==> src/rtl/dvfs_ctrl.sv <==
module dvfs_ctrl #(
  parameter int unsigned OCC_W        = 7,
  parameter int unsigned WIN_W        = 16,
  parameter int unsigned FREQ_W       = 4,
  parameter int unsigned FRAC         = 8,
  parameter bit          STATIC_LEVEL = 1'b0
) (
  input  logic              clk,
  input  logic              rst_n,
  input  logic              occ_stb,
  input  logic [OCC_W-1:0]  occ,
  input  logic              stall,
  input  logic [1:0]        mode,
  input  logic              filt_iir,
  input  logic [2:0]        iir_shift,
  input  logic [1:0]        fir_len,
  input  logic [OCC_W-1:0]  occ_hi,
  input  logic [OCC_W-1:0]  occ_lo,
  input  logic [WIN_W-1:0]  win_len,
  input  logic [WIN_W-1:0]  stall_hi,
  input  logic [WIN_W-1:0]  stall_lo,
  input  logic              sw_level,
  input  logic [FREQ_W-1:0] freq_lo,
  input  logic [FREQ_W-1:0] freq_hi,
  input  logic              seq_busy,
  output logic              req_valid,
  output logic              req_level,
  output logic [FREQ_W-1:0] req_freq,
  output logic              level,
  output logic [FREQ_W-1:0] freq_sel,
  output logic [OCC_W-1:0]  occ_filt
);
  localparam int unsigned TAPS  = 16;
  localparam int unsigned SUM_W = OCC_W + $clog2(TAPS);
  localparam int unsigned ACC_W = OCC_W + FRAC;
  localparam logic [1:0] S_IDLE = 2'd0, S_WAIT = 2'd1, S_BUSY = 2'd2;

  // moving average
  logic [OCC_W-1:0] hist [TAPS];
  logic [SUM_W-1:0] fir_sum;
  logic [2:0]       n_log;
  logic [4:0]       fir_n;

  assign n_log = (fir_len == 2'd3) ? 3'd4 : 3'(fir_len) + 3'd2;
  assign fir_n = 5'd1 << n_log;

  always_ff @(posedge clk or negedge rst_n) begin
    if (!rst_n) begin
      for (int i = 0; i < TAPS; i++) hist[i] <= '0;
    end else if (occ_stb) begin
      hist[0] <= occ;
      for (int i = 1; i < TAPS; i++) hist[i] <= hist[i-1];
    end
  end

  always_comb begin
    fir_sum = '0;
    for (int i = 0; i < TAPS; i++)
      if (5'(i) < fir_n) fir_sum = fir_sum + SUM_W'(hist[i]);
  end

  // recursive filter
  logic [ACC_W-1:0]        iir_acc;
  logic signed [ACC_W:0]   iir_diff, iir_step;

  assign iir_diff = $signed({1'b0, occ, {FRAC{1'b0}}}) - $signed({1'b0, iir_acc});
  assign iir_step = iir_diff >>> iir_shift;

  always_ff @(posedge clk or negedge rst_n) begin
    if (!rst_n)       iir_acc <= '0;
    else if (occ_stb) iir_acc <= iir_acc + ACC_W'(iir_step);
  end

  assign occ_filt = filt_iir ? iir_acc[ACC_W-1:FRAC] : OCC_W'(fir_sum >> n_log);

  // stall window and hardware decision
  logic [1:0]       st;
  logic [WIN_W-1:0] win_cnt, stall_cnt;
  logic [WIN_W:0]   stall_tot;
  logic             win_end, go_up, go_dn, hw_tgt, target;

  assign stall_tot = {1'b0, stall_cnt} + (WIN_W+1)'(stall);
  assign win_end   = (st == S_IDLE) &&
                     (({1'b0, win_cnt} + (WIN_W+1)'(1)) >= {1'b0, win_len});
  assign go_up     = (occ_filt >= occ_hi) || (stall_tot < {1'b0, stall_lo});
  assign go_dn     = (occ_filt <= occ_lo) || (stall_tot > {1'b0, stall_hi});

  always_ff @(posedge clk or negedge rst_n) begin
    if (!rst_n) begin
      win_cnt   <= '0;
      stall_cnt <= '0;
      hw_tgt    <= 1'b0;
    end else begin
      if (st != S_IDLE || win_end) begin
        win_cnt   <= '0;
        stall_cnt <= '0;
      end else begin
        win_cnt   <= win_cnt + 1'b1;
        stall_cnt <= WIN_W'(stall_tot);
      end
      if (win_end) begin
        if (go_up)      hw_tgt <= 1'b1;
        else if (go_dn) hw_tgt <= 1'b0;
      end
    end
  end

  assign target = (mode == 2'd0) ? hw_tgt :
                  (mode == 2'd1) ? sw_level : STATIC_LEVEL;

  // request handshake with the switching sequencer
  always_ff @(posedge clk or negedge rst_n) begin
    if (!rst_n) begin
      st        <= S_IDLE;
      req_valid <= 1'b0;
      req_level <= 1'b0;
      level     <= 1'b0;
    end else begin
      req_valid <= 1'b0;
      case (st)
        S_IDLE: if (target != level && !seq_busy) begin
          req_valid <= 1'b1;
          req_level <= target;
          st        <= S_WAIT;
        end
        S_WAIT: if (seq_busy) st <= S_BUSY;
        default: if (!seq_busy) begin
          level <= req_level;
          st    <= S_IDLE;
        end
      endcase
    end
  end

  assign req_freq = req_level ? freq_hi : freq_lo;
  assign freq_sel = level ? freq_hi : freq_lo;
endmodule

==> config.mk <==
export PLATFORM = sky130hd
export DESIGN_NAME = dvfs_ctrl
export DESIGN_NICKNAME = d
export VERILOG_FILES = /design/src/rtl/dvfs_ctrl.sv
export SDC_FILE = /design/constraint.sdc
export NUM_CORES = 1
export LEC_CHECK = 0
export BUFFER_PORTS_ARGS = -buffer_cell sky130_fd_sc_hd__buf_4
export CORE_UTILIZATION = 57
export CTS_CLUSTER_SIZE = 8
export DETAILED_ROUTE_END_ITERATION = 10
export HOLD_SLACK_MARGIN = 0.1
export MAX_ROUTING_LAYER = met4
export PLACE_DENSITY = 0.89
export SETUP_SLACK_MARGIN = 0.05
export SLEW_MARGIN = 20
export SYNTH_ARGS = -nofsm -noshare
export SYNTH_HDL_FRONTEND = slang
export SYNTH_SLANG_ARGS = --single-unit
==> constraint.sdc <==
create_clock -name clk -period 15.65 [get_ports clk]
set_input_delay 2.3475 -clock clk [delete_from_list [all_inputs] [get_ports clk]]
set_output_delay 2.3475 -clock clk [all_outputs]
set_load 0.02 [all_outputs]
==> reports/metrics.cfg, run 1 <==
[drt]
via_per_inst = 6.38
drt_iter0_drc = 1334
drcViolationCount = 0
dr.pass1.iters = 8
wl_um = 46300
wl_per_cell_um = 20.1
ant_nets = 0
vias = 14700

[final_layout]
drive_gt1_frac = 0.253
seq_area_um2 = 4130
multi_input_area_um2 = 11600
area_delta_synth_final_pct = 18.4
layout.nets = 2216
nFillCells = 1748

[worst_setup_path]
worstPathRequired_ps = 13300
r2r_end = hw_tgt$_DFFE_PN0P_
critPathKind = flop to primary output
crit_path_end_kind = primary output
r2r_slack_ps = 1420
worst_path_max_delay_cell = fa_2
worstSetupStartpoint = hist[105]$_DFFE_PN0P_
cpMostUsedCell = ha_1
slowest_delay_ps = 400
crit_family = adder cells
crit_arrival_ps = 13690
critPathMaxFanout = 4
crit_path_start_kind = flop
cp_num_buf_inv = 5
rr_worst_depth = 72
r2r-start = hist[105]$_DFFE_PN0P_

[flow_run]
drv_cap = 0

[clock_network]
clk_path_buf_depth = 2
cts_max_level = 4
clk_pin_slew_ps = 70
cts.sinks = 165
root_buffer = clkbuf_16
cts_tree = yes
clk_latency_ps = 450
cts_inserted_buffers = 17

[synth]
syn_nets = 2081
synthTopCellsByArea = dfrtp_1, ha_1, mux2_2
ys.flop_type = dfrtp_1
netlist_instances = 1783
yosys.area.top_type_share = 0.261
synth_area_um2 = 15800
syn_avg_cell_area_um2 = 8.87
synth_edf_count = 0
ys_ff_latch = 165
yosys.area.top_type = dfrtp_1
synth_warnings = 0
synthArstFlopShare = 1.00
synth_cell_type_count = 81
yosysSeqAreaShare = 0.261

[run_status]
failed_checks = negative setup slack
status = finished, violations left

[floorplan]
dieHeight_um = 169
rows = 60
dieArea_um2 = 28400
ios = 109
initial_core_util = 0.584
coreArea_um2 = 27100
floorplan.die.width_um = 169

[global_routing]
use_met2 = 0.512
grtUsageTotal = 0.297
gr-total-overflow = 0
grt_pass1_wl_um = 67200
antenna_found_initial = 1
use_met3 = 0.0472
grt_pass1_vias = 14400
grt_max_degree = 104
grt_util_met1 = 0.336
grt.busiest_layer = met2

[sta]
fin_worst_skew_ps = 12.5
tns_ps = -932
fin_ws_ps = -385
finalHoldViolations = 0
finalMaxSlewViolations = 0
fmax_mhz = 62.4
fin_crit_ps = 16030
rsz0062_at_grt = true
worstMarginPinSlew_ps = 993
slew_headroom = 0.338
finalCritPeriodShare = 1.02
setup_viol = 5

[placed_design]
dp_hpwl_um = 28600
gp_congestion = 0.944
portBuffers = 108

[hold_path]
min_from = st[0]$_DFFE_PN0P_
worstHoldEndpoint = st[0]$_DFFE_PN0P_
hold_depth = 2
hp-class = flop to flop

-- layout make-up --
type	count	share of cell area
inverters	171	0.0342
well taps	372	0.0248
diodes	1	0.000134
clock buffers	19	0.0242
repair buffers	183	0.0739
flip-flops and latches	165	0.220
clock inverters	13	0.00527
multi-input cells	1380	0.617
-- worst reg2reg max path: cells and delay by family, from the launching register on --
kind / cells / cell delay, ps
compound gates: 32 / 4760
flops: 1 / 390
simple gates: 7 / 630
xor+xnor: 11 / 2070
buf+inv: 5 / 600
fa+ha+maj: 17 / 5650
-- registers in the layout, indices dropped and copies added (netlist names) --
signal / flops
hist: 112
stall_cnt: 16
win_cnt: 16
iir_acc: 15
st: 2
hw_tgt: 1
level: 1
req_level: 1
req_valid: 1
-- layout by cell type (no fill, tap or decap), types with 14 or more instances in the layout --
cell / n
nor3_1: 17
xnor2_2: 14
clkbuf_16: 17
mux2_2: 115
o21ai_2: 16
xnor2_1: 85
o21bai_1: 26
nand3_1: 33
mux2i_1: 27
xor2_1: 39
a21oi_1: 112
ha_1: 174
nand2_1: 105
buf_4: 180
o21ai_1: 18
ha_4: 17
nor2_1: 84
a21oi_2: 29
o21a_1: 31
o21ai_0: 88
nor2b_1: 52
a21o_1: 59
nand2b_1: 31
dfrtp_1: 165
inv_1: 159
-- logic make-up after synthesis --
logic type,count (synthesis),synth area share
AO/OA/AOI/OAI,477,0.194
XOR/XNOR,148,0.0896
adder cells (fa/ha/maj),207,0.171
buffers and inverters,238,0.0565
flip-flops,165,0.261
multiplexers,145,0.102
AND/OR/NAND/NOR,403,0.126
-- worst max path at each step --
stage | end | slack (ps) | depth (start not counted)
finish | occ_filt[6] | -380 | 66
global route | occ_filt[6] | -940 | 60
CTS | occ_filt[6] | 60 | 67
detailed placement | occ_filt[6] | -390 | 52
global placement | occ_filt[6] | 50 | 52
floorplan | occ_filt[6] | 190 | 52
-- metrics by stage --
| step | utilization | worst slack, ps | cell area [um^2] | instances | hold WS, ps |
|---|---|---|---|---|---|
| after global routing | 0.692 | -938 | 18700 | 2304 | 533 |
| after global placement | 0.629 | 49.9 | 17000 | 2220 | 461 |
| after floorplan | - | 193 | 15800 | 1783 | 446 |
| final | 0.692 | -385 | 18700 | 2304 | 494 |
| after detailed placement | 0.629 | -395 | 17000 | 2220 | 478 |
| after CTS | 0.661 | 55.2 | 17900 | 2269 | 493 |
-- repair_timing --
action,4_1_cts,5_1_grt
hold buffers,0,0
gates resized for setup,58,120
endpoints found under the setup margin,5,6
buffers inserted,17,34
pin swaps,28,118
-- routing by layer --
layer / up-vias / wire (um)
li1: 6536 / -
met1: 7020 / 17500
met2: 884 / 22500
met3: 268 / 3680
met4: 0 / 2610
met5: - / 0
-- cell usage after synthesis, types with 3 or more instances --
cell type / n
a211oi_1: 17
o21bai_1: 32
nand3b_1: 4
a2111oi_2: 3
o31a_1: 4
o41a_1: 3
clkbuf_1: 58
a221oi_1: 3
nor4_1: 7
xnor3_1: 3
nor2_1: 93
o21ai_0: 116
or3_1: 4
a21o_1: 59
mux2i_1: 28
fa_1: 16
a31oi_1: 5
nand2b_1: 31
dfrtp_1: 165
nand4b_1: 3
o21a_1: 31
inv_1: 169
o211ai_1: 6
or4_1: 3
nor3_1: 20
buf_1: 9
xnor2_1: 98
o21ai_1: 7
nand4_1: 10
nor2b_1: 54
and3_1: 11
o22ai_1: 4
xor2_1: 41
nand3_1: 34
a211o_1: 5
and2_1: 10
ha_1: 191
a21oi_1: 145
nand2_1: 107
o31ai_1: 8
mux2_2: 115
Power of run 1 is not shown: default switching activity piles up to over one toggle a cycle in this logic, so the estimate is an artifact.
==> run 2: changes to the inputs <==
--- a/config.mk
+++ b/config.mk
@@ -12,7 +12,6 @@
 export HOLD_SLACK_MARGIN = 0.1
 export MAX_ROUTING_LAYER = met4
 export PLACE_DENSITY = 0.89
-export SETUP_SLACK_MARGIN = 0.05
 export SLEW_MARGIN = 20
 export SYNTH_ARGS = -nofsm -noshare
 export SYNTH_HDL_FRONTEND = slang
==> reports/metrics.cfg, run 2 (synthesized netlist as in run 1, its figures left out) <==
[run_status]
status = finished, violations left
failed_checks = negative setup slack

[final_layout]
drive_gt1_frac = 0.250  ; -0.00298
n_antenna_cell = 0  ; -1
area_delta_synth_final_pct = 18.1
largestRegisters = hist (112), stall_cnt (16), win_cnt (16)
regMostFlops = hist
final_common_cell = buf_4
layout_common_cells = buf_4, ha_1, dfrtp_1
layout.nets = 2223  ; +0.32%
utilization = 0.689  ; -0.00212
nFillCells = 1771  ; +1.3%
largest_reg_flops = 112  ; unchanged

[worst_setup_path]
crit_path_start_kind = flop
critPathKind = flop to primary output
worstPathRequired_ps = 13300  ; about the same
cpMostUsedCell = ha_1
crit_arrival_ps = 13860  ; +170 ps
worst_path_max_delay_cell = dfrtp_1
crit_path_end_kind = primary output
slowest_delay_ps = 410  ; about the same
critPathMaxFanout = 4  ; unchanged

[placed_design]
dp_hpwl_um = 28600  ; unchanged
gp_congestion = 0.944  ; unchanged
portBuffers = 108  ; unchanged

[drt]
ant_nets = 0  ; unchanged
dr.pass1.iters = 6  ; -2
drcViolationCount = 0  ; unchanged
wl_per_cell_um = 19.7  ; -1.9%
vias = 14600  ; -0.90%
via_per_inst = 6.31  ; -1.2%
drt_iter0_drc = 1195  ; -10%
wl_um = 45500  ; -1.7%

[global_routing]
antenna_found_initial = 0  ; -1
gr-total-overflow = 0  ; unchanged
grt_pass1_wl_um = 66400  ; -1.3%
grt_pass1_vias = 14300  ; -0.66%
grtUsageTotal = 0.293  ; -0.00415
grt_max_degree = 104  ; unchanged

[sta]
setup_viol = 5  ; unchanged
fin_crit_ps = 16210  ; +174 ps
fin_ws_ps = -558  ; -174 ps
fin_worst_skew_ps = 17.9  ; +5.35 ps
fmax_mhz = 61.7  ; -1.1%
rsz0062_at_grt = true
finalMaxSlewViolations = 0  ; unchanged
worstMarginPinSlew_ps = 988  ; -5.10 ps
finalCritPeriodShare = 1.04  ; +0.0111
finalHoldViolations = 0  ; unchanged
slew_headroom = 0.342  ; +0.00340

[floorplan]
rows = 60  ; unchanged
floorplan.die.width_um = 169  ; unchanged
ios = 109  ; unchanged
dieArea_um2 = 28400  ; unchanged
initial_core_util = 0.584  ; unchanged
coreArea_um2 = 27100  ; unchanged
dieHeight_um = 169  ; unchanged

[clock_network]
clk_pin_slew_ps = 60  ; about the same
clk_latency_ps = 470  ; +20 ps
cts.sinks = 165  ; unchanged
clk_path_buf_depth = 2  ; unchanged
root_buffer = clkbuf_16
cts_tree = yes
cts_inserted_buffers = 17  ; unchanged
cts_max_level = 4  ; unchanged

[flow_run]
drv_cap = 0  ; unchanged

[hold_path]
hp-class = flop to flop

run 2: per-stage QoR:
stage	instances	setup slack, ps	area [um^2]	setup TNS, ps	hold WS (ps)
after global placement	2220	49.9	17000	0	461
after floorplan	1783	193	15800	0	446
after detailed placement	2220	-395	17000	-395	478
after global routing	2310	-927	18700	-3790	536
final	2310	-558	18700	-1680	499
after CTS	2266	5.81	17900	0	493
run 2: critical path, delay by kind of cell, from the launching register on:
family,cells,cell delay (ps)
DFF,1,410
buffers and inverters,6,590
adders and majority gates,16,5280
and+or+nand+nor,13,2000
xor gates and xnor gates,8,1550
AOI/OAI and AO/OA,25,3410
muxes,1,200
run 2: layout make-up:
| cell class | count | area, um^2 | area share |
|---|---|---|---|
| multi-input combinational | 1380 | 11500 | 0.613 |
| timing repair buffer | 190 | 1440 | 0.0769 |
| tap | 372 | 465 | 0.0249 |
| clock buffer | 19 | 453 | 0.0242 |
| clock inverter | 13 | 98.8 | 0.00529 |
| inverter | 171 | 644 | 0.0345 |
| sequential | 165 | 4130 | 0.221 |
run 2: final timing paths:
kind | endpoint | depth (start not counted) | start | slack [ps]
min in group asynchronous | iir_acc[2]$_DFFE_PN0P_ | 1 | rst_n | 1980
setup / recovery | occ_filt[6] | 69 | hist[105]$_DFFE_PN0P_ | -560
setup reg to reg | hw_tgt$_DFFE_PN0P_ | 75 | hist[105]$_DFFE_PN0P_ | 1280
hold / removal | st[0]$_DFFE_PN0P_ | 2 | st[0]$_DFFE_PN0P_ | 500
max in group asynchronous | hist[6]$_DFFE_PN0P_ | 2 | rst_n | 12180
hold reg to reg | st[0]$_DFFE_PN0P_ | 2 | st[0]$_DFFE_PN0P_ | 500
run 2: what timing repair did:
item	4_1_cts	5_1_grt
gates resized for setup	47	121
buffers inserted	14	44
pin swaps	23	137
endpoints found under the setup margin	5	7
hold buffers	0	0
run 2: metal layers:
layer  vias up  routed length, um  track usage
met5         -                  0            -
met4         0               2540        0.129
met3       251               3270       0.0475
met2       754              22100        0.509
met1      7013              17500        0.333
li1       6558                  -            -
Power of run 2 is left out for the same reason.
